`src/rtl/bitand_pkg.sv`:
```
package bitand_pkg;

    localparam int unsigned XLEN   = 64;
    localparam int unsigned IMMW   = 32;
    localparam int unsigned BYTEW  = 8;
    localparam int unsigned NLANE  = XLEN / BYTEW;
    localparam int unsigned LCNT_W = $clog2(NLANE) + 1;
    localparam int unsigned RIDX_W = 3;
    localparam int unsigned FLAG_W = 6;

    localparam int unsigned FL_CF = 0;
    localparam int unsigned FL_PF = 1;
    localparam int unsigned FL_AF = 2;
    localparam int unsigned FL_ZF = 3;
    localparam int unsigned FL_SF = 4;
    localparam int unsigned FL_OF = 5;

    localparam logic [2:0] GRP_AND = 3'd4;

    typedef enum logic [1:0] {
        SZ_B = 2'd0,
        SZ_W = 2'd1,
        SZ_D = 2'd2,
        SZ_Q = 2'd3
    } opsz_e;

    typedef enum logic [1:0] {
        MODE_16  = 2'd0,
        MODE_32  = 2'd1,
        MODE_64  = 2'd2,
        MODE_RSV = 2'd3
    } cpumode_e;

    typedef enum logic [1:0] {
        IMM_NONE = 2'd0,
        IMM_B    = 2'd1,
        IMM_BSX  = 2'd2,
        IMM_FULL = 2'd3
    } immk_e;

    typedef enum logic [1:0] {
        CLS_EXEC    = 2'd0,
        CLS_FAULT   = 2'd1,
        CLS_FOREIGN = 2'd2
    } cls_e;

    typedef enum logic [1:0] {
        ST_IDLE = 2'd0,
        ST_EXEC = 2'd1,
        ST_UDF  = 2'd2,
        ST_PASS = 2'd3
    } state_e;

    typedef struct packed {
        cls_e              cls;
        opsz_e             size;
        logic              dst_rm;
        logic              dst_mem;
        logic [RIDX_W-1:0] dst_idx;
        logic              dst_hi;
        logic              src_hi;
        immk_e             immk;
    } dec_t;

endpackage

```
`src/rtl/bitand_decode.sv`:
```
module bitand_decode
    import bitand_pkg::*;
(
    input  logic       pfx_osz,
    input  logic       pfx_rex,
    input  logic       pfx_rexw,
    input  logic       pfx_lock,
    input  logic [1:0] cpu_mode,
    input  logic [7:0] opcode,
    input  logic [7:0] modrm,
    output dec_t       dec
);

    // An 8-bit register operand with encoding 4..7 names a high byte
    // unless a REX prefix is active.
    function automatic logic hi_sel(input logic byte_op, input logic rex_act,
                                    input logic is_reg, input logic [RIDX_W-1:0] fld);
        return byte_op & ~rex_act & is_reg & fld[RIDX_W-1];
    endfunction

    logic              long_mode;
    logic              rex_on;
    logic              wide;
    logic              mod_reg;
    logic [RIDX_W-1:0] f_reg;
    logic [RIDX_W-1:0] f_rm;
    logic              grp_and;
    opsz_e             full_sz;

    always_comb begin
        long_mode = (cpu_mode == MODE_64);
        rex_on    = long_mode & (pfx_rex | pfx_rexw);
        wide      = long_mode & pfx_rexw;
        mod_reg   = (modrm[7:6] == 2'b11);
        f_reg     = modrm[5:3];
        f_rm      = modrm[2:0];
        grp_and   = (f_reg == GRP_AND);
        if (wide)
            full_sz = SZ_Q;
        else if (cpu_mode == MODE_16)
            full_sz = pfx_osz ? SZ_D : SZ_W;
        else
            full_sz = pfx_osz ? SZ_W : SZ_D;
    end

    logic              handled;
    logic              is_byte;
    logic              dst_is_rm;
    logic              short_form;
    immk_e             immk;
    logic [RIDX_W-1:0] dfield;
    logic              d_is_reg;
    logic [RIDX_W-1:0] sfield;
    logic              s_is_reg;
    logic              d_hi;

    always_comb begin
        handled    = 1'b0;
        is_byte    = 1'b0;
        dst_is_rm  = 1'b0;
        short_form = 1'b0;
        immk       = IMM_NONE;
        unique case (opcode)
            8'h20: begin handled = 1'b1; is_byte = 1'b1; dst_is_rm = 1'b1; end
            8'h21: begin handled = 1'b1; dst_is_rm = 1'b1; end
            8'h22: begin handled = 1'b1; is_byte = 1'b1; end
            8'h23: begin handled = 1'b1; end
            8'h24: begin handled = 1'b1; is_byte = 1'b1; short_form = 1'b1; immk = IMM_B; end
            8'h25: begin handled = 1'b1; short_form = 1'b1; immk = IMM_FULL; end
            8'h80: begin handled = grp_and; is_byte = 1'b1; dst_is_rm = 1'b1; immk = IMM_B; end
            8'h81: begin handled = grp_and; dst_is_rm = 1'b1; immk = IMM_FULL; end
            8'h83: begin handled = grp_and; dst_is_rm = 1'b1; immk = IMM_BSX; end
            default: ;
        endcase

        if (short_form) begin
            dfield   = '0;
            d_is_reg = 1'b1;
        end else if (dst_is_rm) begin
            dfield   = f_rm;
            d_is_reg = mod_reg;
        end else begin
            dfield   = f_reg;
            d_is_reg = 1'b1;
        end
        sfield   = dst_is_rm ? f_reg : f_rm;
        s_is_reg = dst_is_rm ? 1'b1 : mod_reg;
        d_hi     = hi_sel(is_byte, rex_on, d_is_reg, dfield);

        dec         = '0;
        dec.size    = is_byte ? SZ_B : full_sz;
        dec.dst_rm  = dst_is_rm;
        dec.dst_mem = dst_is_rm & ~mod_reg;
        dec.dst_hi  = d_hi;
        dec.dst_idx = d_hi ? {1'b0, dfield[RIDX_W-2:0]} : dfield;
        dec.src_hi  = (immk == IMM_NONE) & hi_sel(is_byte, rex_on, s_is_reg, sfield);
        dec.immk    = immk;
        if (!handled)
            dec.cls = CLS_FOREIGN;
        else if (pfx_lock && !(dst_is_rm && !mod_reg))
            dec.cls = CLS_FAULT;
        else
            dec.cls = CLS_EXEC;
    end

endmodule

```
`src/rtl/bitand_operand.sv`:
```
module bitand_operand
    import bitand_pkg::*;
#(
    parameter int unsigned W  = XLEN,
    parameter int unsigned IW = IMMW
) (
    input  dec_t           dec,
    input  logic [IW-1:0]  imm,
    input  logic [W-1:0]   reg_val,
    input  logic [W-1:0]   rm_val,
    output logic [W-1:0]   dst_old,
    output logic [W-1:0]   dst_op,
    output logic [W-1:0]   src_op
);

    logic [W-1:0] src_raw;
    logic [W-1:0] imm_ext;

    always_comb begin
        dst_old = dec.dst_rm ? rm_val : reg_val;
        dst_op  = dec.dst_hi ? (dst_old >> BYTEW) : dst_old;
        src_raw = dec.dst_rm ? reg_val : rm_val;

        unique case (dec.immk)
            IMM_B:    imm_ext = W'(imm[BYTEW-1:0]);
            IMM_BSX:  imm_ext = {{(W-BYTEW){imm[BYTEW-1]}}, imm[BYTEW-1:0]};
            IMM_FULL: imm_ext = (dec.size == SZ_W) ? W'(imm[2*BYTEW-1:0])
                                                   : {{(W-IW){imm[IW-1]}}, imm};
            default:  imm_ext = '0;
        endcase

        if (dec.immk != IMM_NONE)
            src_op = imm_ext;
        else
            src_op = dec.src_hi ? (src_raw >> BYTEW) : src_raw;
    end

endmodule

```
`src/rtl/bitand_result.sv`:
```
module bitand_result
    import bitand_pkg::*;
#(
    parameter int unsigned W = XLEN
) (
    input  opsz_e              size,
    input  logic               dst_hi,
    input  logic               dst_mem,
    input  logic               af_in,
    input  logic [W-1:0]       dst_old,
    input  logic [W-1:0]       dst_op,
    input  logic [W-1:0]       src_op,
    output logic [W-1:0]       wb_value,
    output logic [FLAG_W-1:0]  flags
);

    localparam int unsigned LANES = W / BYTEW;

    logic [LCNT_W-1:0] nlanes;
    logic [LANES-1:0]  lane_en;
    logic [W-1:0]      mask;
    logic [W-1:0]      raw;
    logic              msb;

    assign nlanes = LCNT_W'(1) << size;

    for (genvar g = 0; g < LANES; g++) begin : g_lane
        assign lane_en[g] = (LCNT_W'(g) < nlanes);
        assign mask[g*BYTEW +: BYTEW] = {BYTEW{lane_en[g]}};
    end

    assign raw = dst_op & src_op & mask;

    always_comb begin
        unique case (size)
            SZ_B:    msb = raw[BYTEW-1];
            SZ_W:    msb = raw[2*BYTEW-1];
            SZ_D:    msb = raw[4*BYTEW-1];
            default: msb = raw[W-1];
        endcase
    end

    always_comb begin
        if (dst_mem || size == SZ_D || size == SZ_Q)
            wb_value = raw;
        else if (dst_hi)
            wb_value = {dst_old[W-1:2*BYTEW], raw[BYTEW-1:0], dst_old[BYTEW-1:0]};
        else
            wb_value = (dst_old & ~mask) | raw;
    end

    always_comb begin
        flags        = '0;
        flags[FL_SF] = msb;
        flags[FL_ZF] = (raw == '0);
        flags[FL_PF] = ~^raw[BYTEW-1:0];
        flags[FL_AF] = af_in;
    end

endmodule

```
`src/rtl/bitand_exec.sv`:
```
module bitand_exec
    import bitand_pkg::*;
(
    input  logic                clk,
    input  logic                rst_n,
    input  logic                in_valid,
    input  logic                pfx_osz,
    input  logic                pfx_rex,
    input  logic                pfx_rexw,
    input  logic                pfx_lock,
    input  logic [1:0]          cpu_mode,
    input  logic [7:0]          opcode,
    input  logic [7:0]          modrm,
    input  logic [IMMW-1:0]     imm,
    input  logic [XLEN-1:0]     reg_val,
    input  logic [XLEN-1:0]     rm_val,
    input  logic                af_in,
    output logic                out_wr,
    output logic                out_ud,
    output logic                out_pass,
    output logic [XLEN-1:0]     out_value,
    output logic                out_dst_rm,
    output logic                out_dst_mem,
    output logic [RIDX_W-1:0]   out_reg_idx,
    output logic                out_byte_hi,
    output logic [1:0]          out_size,
    output logic [FLAG_W-1:0]   out_flags
);

    dec_t              dec;
    logic [XLEN-1:0]   dst_old;
    logic [XLEN-1:0]   dst_op;
    logic [XLEN-1:0]   src_op;
    logic [XLEN-1:0]   wb_value;
    logic [FLAG_W-1:0] flags;
    state_e            state_q;
    state_e            state_d;

    bitand_decode i_decode (
        .pfx_osz  (pfx_osz),
        .pfx_rex  (pfx_rex),
        .pfx_rexw (pfx_rexw),
        .pfx_lock (pfx_lock),
        .cpu_mode (cpu_mode),
        .opcode   (opcode),
        .modrm    (modrm),
        .dec      (dec)
    );

    bitand_operand #(.W(XLEN), .IW(IMMW)) i_operand (
        .dec     (dec),
        .imm     (imm),
        .reg_val (reg_val),
        .rm_val  (rm_val),
        .dst_old (dst_old),
        .dst_op  (dst_op),
        .src_op  (src_op)
    );

    bitand_result #(.W(XLEN)) i_result (
        .size     (dec.size),
        .dst_hi   (dec.dst_hi),
        .dst_mem  (dec.dst_mem),
        .af_in    (af_in),
        .dst_old  (dst_old),
        .dst_op   (dst_op),
        .src_op   (src_op),
        .wb_value (wb_value),
        .flags    (flags)
    );

    // Next state: every state is left each cycle for the outcome of the
    // instruction presented now.
    always_comb begin
        if (!in_valid) begin
            state_d = ST_IDLE;
        end else begin
            unique case (dec.cls)
                CLS_EXEC:  state_d = ST_EXEC;
                CLS_FAULT: state_d = ST_UDF;
                default:   state_d = ST_PASS;
            endcase
        end
    end

    always_ff @(posedge clk) begin
        if (!rst_n)
            state_q <= ST_IDLE;
        else
            state_q <= state_d;
    end

    // Result registers load only when the machine enters ST_EXEC.
    always_ff @(posedge clk) begin
        if (!rst_n) begin
            out_value   <= '0;
            out_dst_rm  <= 1'b0;
            out_dst_mem <= 1'b0;
            out_reg_idx <= '0;
            out_byte_hi <= 1'b0;
            out_size    <= '0;
            out_flags   <= '0;
        end else if (state_d == ST_EXEC) begin
            out_value   <= wb_value;
            out_dst_rm  <= dec.dst_rm;
            out_dst_mem <= dec.dst_mem;
            out_reg_idx <= dec.dst_idx;
            out_byte_hi <= dec.dst_hi;
            out_size    <= dec.size;
            out_flags   <= flags;
        end
    end

    always_comb begin
        out_wr   = 1'b0;
        out_ud   = 1'b0;
        out_pass = 1'b0;
        unique case (state_q)
            ST_EXEC: out_wr   = 1'b1;
            ST_UDF:  out_ud   = 1'b1;
            ST_PASS: out_pass = 1'b1;
            default: ;
        endcase
    end

endmodule

```
`config.mk`:
```
export PLATFORM = sky130hd
export DESIGN_NAME = bitand_exec
export DESIGN_NICKNAME = d
export VERILOG_FILES = /design/src/rtl/bitand_pkg.sv /design/src/rtl/bitand_decode.sv /design/src/rtl/bitand_operand.sv /design/src/rtl/bitand_result.sv /design/src/rtl/bitand_exec.sv
export SDC_FILE = /design/constraint.sdc
export NUM_CORES = 1
export LEC_CHECK = 0
export ABC_AREA = 1
export BUFFER_PORTS_ARGS = -buffer_cell sky130_fd_sc_hd__clkbuf_2
export CORE_AREA = 2 2 127 142
export CTS_BUF_LIST = sky130_fd_sc_hd__clkbuf_8
export CTS_CLUSTER_SIZE = 24
export DETAILED_ROUTE_END_ITERATION = 7
export DIE_AREA = 0 0 129 144
export GPL_ROUTABILITY_DRIVEN = 0
export PLACE_DENSITY = 0.72
export SYNTH_ARGS = -nofsm -noshare
export SYNTH_HDL_FRONTEND = slang
export SYNTH_SLANG_ARGS = --single-unit
export TNS_END_PERCENT = 5
```
`constraint.sdc`:
```
create_clock -name clk -period 5.05 [get_ports clk]
set_input_delay 0.2525 -clock clk [delete_from_list [all_inputs] [get_ports clk]]
set_output_delay 0.2525 -clock clk [all_outputs]
set_load 0.01 [all_outputs]
```
# Word-level counts from Yosys, hierarchy flattened
# Index checks and enable logic that the tools add are counted.
[classes]
n_lt_le_gt_ge = 8
n_eq_ne = 23
shifts = 1
n_mux = 34
bitwise = 17
reduce_logical = 20
[op_table]
columns = ["op", "n"]
rows = [
  ["$mux W64", 8],
  ["$and A64 B64 Y64", 3],
  ["$pmux W64 S3", 1],
  ["$logic_not A64 Y1", 1],
  ["$not A64 Y64", 1],
  ["$or A64 B64 Y64", 1],
  ["$eq A8 B6 Y1 const B", 6],
  ["$eq A8 B8 Y1 const B", 3],
  ["$eq A2 B2 Y1 const B", 8],
  ["$lt A3 B4 Y1 const A", 4],
  ["$mux W2", 7],
  ["$mux W3", 4],
  ["$eq A2 B1 Y1 const B", 5],
  ["$mux W1", 10],
  ["$and A1 B1 Y1", 9],
  ["$logic_not A2 Y1", 4],
  ["$lt A1 B4 Y1 const A", 2],
  ["$lt A2 B4 Y1 const A", 2],
  ["$reduce_xnor A8 Y1", 1],
  ["$pmux W2 S3", 1],
  ["$reduce_or A2 Y1", 3],
  ["$reduce_or A6 Y1", 1],
  ["$reduce_or A5 Y1", 1],
  ["$pmux W2 S2", 1],
  ["other kinds (12)", 16],
]
[totals]
ff_bits = 78
in_bits = 186
output_inout_bits = 81
word_cells = 111

# Longest topological paths before layout
[depth]
word_depth = 14
depth_mapped = 27

# Hierarchy
# A second synthesis with hierarchy kept.
[unflattened]
cells_unflattened = 1810
hier_area_um2 = 9226.3
[by_module_without_submodules]
columns = ["module", "n_inst", "cells_per_inst", "area_each_um2"]
rows = [
  ["bitand_operand", 1, 898, 3796.1],
  ["bitand_exec", 1, 525, 3578.4],
  ["bitand_result", 1, 306, 1441.4],
  ["bitand_decode", 1, 81, 410.4],
]

# Worst setup path after synthesis
# OpenSTA, ideal clock, no wires.
[synth_path]
path_type = "in2reg"
startpoint = "in opcode[4]"
endpoint = "reg out_flags[3]"
arrival_ns = 2.695
slack_ns = 2.288
stages = 24
n_path_buf = 4
cell_sequence = "nor2_1 nand4_2 nand3_4 buf_4 buf_4 buf_2 buf_2 nand2_1 o21ai_0 nand2_1 o211ai_1 nor2_1 inv_1 ha_1 nand4_1 nor2_1 o21ai_0 nor2_1 nand3_1 nor2_1 nand3_1 nor2_1 nor2_1 nor2_1"
[synth_between]
elab_chain_cells = 12
[synth_rtl]
columns = ["element", "line_no", "rtl"]
rows = [
  ["start: declaration", "bitand_exec.sv:12", "input logic [7:0] opcode,"],
  ["$eq A8 B6 Y1 / $eq A8 B8 Y1 (equally long branches)", "bitand_decode.sv:63", "unique case (opcode)"],
  ["$reduce_or A5 Y1 (no source line) / $reduce_or A4 Y1 (equally long branches)", "-", ""],
  ["$mux W1", "bitand_decode.sv:63", ""],
  ["$mux W1 (tied with other cells)", "bitand_decode.sv:87", "s_is_reg = dst_is_rm ? 1'b1 : mod_reg;"],
  ["$and A1 B1 Y1 / $logic_not A1 Y1 (equally long branches)", "bitand_decode.sv:18, bitand_decode.sv:100", ""],
  ["$and A1 B1 Y1 / $logic_and A1 B1 Y1 (equally long branches)", "bitand_decode.sv:18, bitand_decode.sv:100", ""],
  ["$and A1 B1 Y1 / $mux W1 (equally long branches)", "bitand_decode.sv:96, bitand_decode.sv:100", ""],
  ["$mux W64 / $mux W2 (equally long branches)", "bitand_operand.sv:35, bitand_decode.sv:98", ""],
  ["$mux W64 (tied with other cells)", "bitand_operand.sv:32", "if (dec.immk != IMM_NONE)"],
  ["$and A64 B64 Y64 / $pmux W2 S2 (equally long branches)", "bitand_result.sv:32, bitand_exec.sv:78", ""],
  ["$and A64 B64 Y64 / $mux W2 (equally long branches)", "bitand_result.sv:32, bitand_exec.sv:75", ""],
  ["$logic_not A64 Y1 / $eq A2 B1 Y1 (equally long branches)", "bitand_result.sv:55, bitand_exec.sv:103", ""],
  ["end signal: assignment", "bitand_exec.sv:110", "out_flags <= flags;"],
  ["end: declaration", "bitand_exec.sv:27", "output logic [FLAG_W-1:0] out_flags"],
]
# Parallel ways exist; a longest one is shown, timed or not.
# A chain may end at the register's enable or synchronous reset.

# Final worst setup path
# Same ends and word-level chain as after synthesis.

==> flow_summary.json <==
{
  "status": "complete, no violations",
  "drc": 0,
  "tightest_slew_ps": 1270,
  "syn-mean-instance-area_um2": 5.51,
  "dp_cells": 1802,
  "hold_buffers": 0,
  "track_usage": 0.313,
  "use_met2": 0.494,
  "initial_core_util": 0.440,
  "fin_cells": 1820,
  "worstSetupPathType": "primary input to flip-flop",
  "synth_ff_type": "dfxtp_1",
  "rows": 51,
  "grt_overflow_total": 0,
  "p_per_area_nw_per_um2": 170,
  "comb_power_share": 0.273,
  "internal-power_uw": 1000,
  "max_cap_violations": 0,
  "portBuffers": 264,
  "slew-limit-headroom": 0.155,
  "fmaxAchievable_ghz": 0.249,
  "synth.yosys.warnings": 0,
  "io_pins": 267,
  "layout_common_cells": "468 x nand2_1, 264 x clkbuf_2, 174 x o21ai_0",
  "total_leakage_power_uw": 0.00475,
  "p_clk_frac": 0.324,
  "drt-pass1-iter-count": 6,
  "sw_frac_of_total": 0.350,
  "p_total_uw": 1540,
  "mostFrequentLayoutCell": "nand2_1",
  "cp_data_arrival_time_ps": 4340,
  "die_w_um": 129,
  "drive_above_1_share": 0.209,
  "end_kind": "flip-flop",
  "antenna_found_initial": 2,
  "via_count": 9776,
  "cts_setup_buffers": 0,
  "drt_iter0_drc": 1283,
  "ys_async_sr_fraction": 0,
  "seq_area_frac_synth": 0.205,
  "wl_um": 29400,
  "die_area_um2": 18600,
  "cp-start-kind": "primary input",
  "ctsLongestPathBuffers": 2,
  "synth-edff-count": 0,
  "grt.busiest_layer": "met2",
  "hp-class": "primary input to flip-flop",
  "numCtsBuffers": 9,
  "clkTransAtPathRegs_ps": 90,
  "rsz0062_at_grt": "no",
  "grt_pass1_vias": 8987,
  "synthesis.area_um2": 7610,
  "grt_pass1_wl_um": 45600,
  "cts_root_buf": "clkbuf_8",
  "setup_viol": 0,
  "cts.sinks": 78,
  "fin_skew_ps": 0,
  "cp_max_fo": 26,
  "hpwl_um": 22200,
  "met1_usage": 0.392,
  "period_share": 0.796,
  "die_h_um": 144,
  "switchingPower_uw": 539,
  "cts_resized": 0,
  "hold_viol": 0,
  "fin_crit_ps": 4020,
  "grt_use_met3": 0.0651,
  "synth-seq-cells": 78,
  "coreArea_um2": 17300,
  "irDropWorstVdd_uv": 109,
  "ant_nets": 0,
  "tritoncts": "built",
  "fin_nets": 1765,
  "netlist_instances": 1381,
  "timing.hold.ws_ps": 87.0,
  "setup_tns_ps": 0,
  "yosysUniqueCellTypes": 47,
  "clock_insertion_delay_worst_skew_ps": 390,
  "cp.required_ps": 5370,
  "wl_per_cell_um": 16.2,
  "ctsHtreeMaxLevel": 3,
  "p_seq_frac": 0.403,
  "final_max_slew_viol_count": 0,
  "n_fill_cell": 1904,
  "area_growth_pct": 19.3,
  "grt_max_degree": 174,
  "avgViaCountPerCell": 5.37
}
## cell families (layout without fill, tap and decap cells)
family / after synthesis / count (layout) / synth area share
xor gates and xnor gates: 3 / 3 / 0.00345
and+or+nand+nor: 726 / 726 / 0.402
other: 1 / 4 / 0.000493
DFF: 78 / 78 / 0.205
adders and majority gates: 4 / 4 / 0.00658
buffers and inverters: 219 / 417 / 0.125
AOI/OAI and AO/OA: 350 / 350 / 0.256
## cell type report
type,count,area (um^2),share of cell area
Antenna cell,2,5.00,0.000551
Clock buffer,9,124,0.0136
Clock inverter,7,75.1,0.00827
Inverter,125,469,0.0517
Multi-Input combinational cell,1085,5110,0.563
Sequential cell,78,1560,0.172
Tap cell,238,298,0.0328
Timing Repair Buffer,276,1440,0.158
## worst paths after layout
kind | from | to | slack (ps) | cells past startpoint
worst max-delay path | opcode[4] | out_flags[3] | 1030 | 24
worst min-delay path | af_in | out_flags[2] | 90 | 3
worst max register to register | out_value[7] | out_value[7] | 4310 | 3
worst min register to register | out_reg_idx[0] | out_reg_idx[0] | 470 | 2
## per-layer routing
layer / vias up / wire, um
met5: - / 0
met4: 0 / 1620
met3: 88 / 2900
met2: 512 / 13100
met1: 4271 / 11800
li1: 4905 / -
## worst max-delay path: stages
cell	delay (ps)
clkbuf_2	90
nor2_1	260
nand4_2	240
nand3_4	260
nand2_1	80
nand2_1	390
nand2_2	400
buf_4	330
inv_2	380
nand2_1	100
o211ai_1	120
clkinv_1	100
nand2_1	100
ha_1	150
nand4_1	100
nor2_1	110
o21ai_0	90
nor2_1	150
nand3_1	120
nor2_1	130
nand3_1	110
nor2_1	120
nor2_1	50
nor2_1	80
## metrics by stage
step | worst slack [ps] | instance area, um^2 | util
global placement | 1030 | 8880 | 0.513
finish | 1030 | 9080 | 0.525
floorplan | 2290 | 7610 | -
global route | 635 | 9080 | 0.525
CTS | 1180 | 9070 | 0.525
detailed placement | 782 | 8880 | 0.513
## power groups by stage
stage | Combinational (uW) | Clock (uW) | Sequential (uW)
after floorplan | 245 | 0 | 637
after global placement | 410 | 0 | 636
after detailed placement | 412 | 0 | 636
after CTS | 414 | 504 | 622
after global routing | 469 | 532 | 622
final | 421 | 500 | 622
## synthesized netlist by cell type, types with 5 or more instances
master,instances,area share
nand2_1,468,0.23
o21ai_0,174,0.11
inv_1,114,0.056
nand3_1,106,0.070
a21oi_1,103,0.068
nor2_1,99,0.049
dfxtp_1,78,0.21
buf_2,46,0.030
clkbuf_1,31,0.015
o21ai_1,28,0.018
nand4_1,14,0.012
buf_4,12,0.012
o211ai_1,10,0.0099
o221a_1,10,0.015
nand3b_1,9,0.0089
nor2_2,7,0.0058
clkinv_1,6,0.0030
inv_2,5,0.0025
nand2_2,5,0.0041
o221a_2,5,0.0074
## registers in the layout, summed over array words and instances (netlist names)
register	count
out_value	64
out_flags	4
out_reg_idx	3
out_size	2
state_q	2
out_byte_hi	1
out_dst_mem	1
out_dst_rm	1
(Power assumes the default switching activity.)
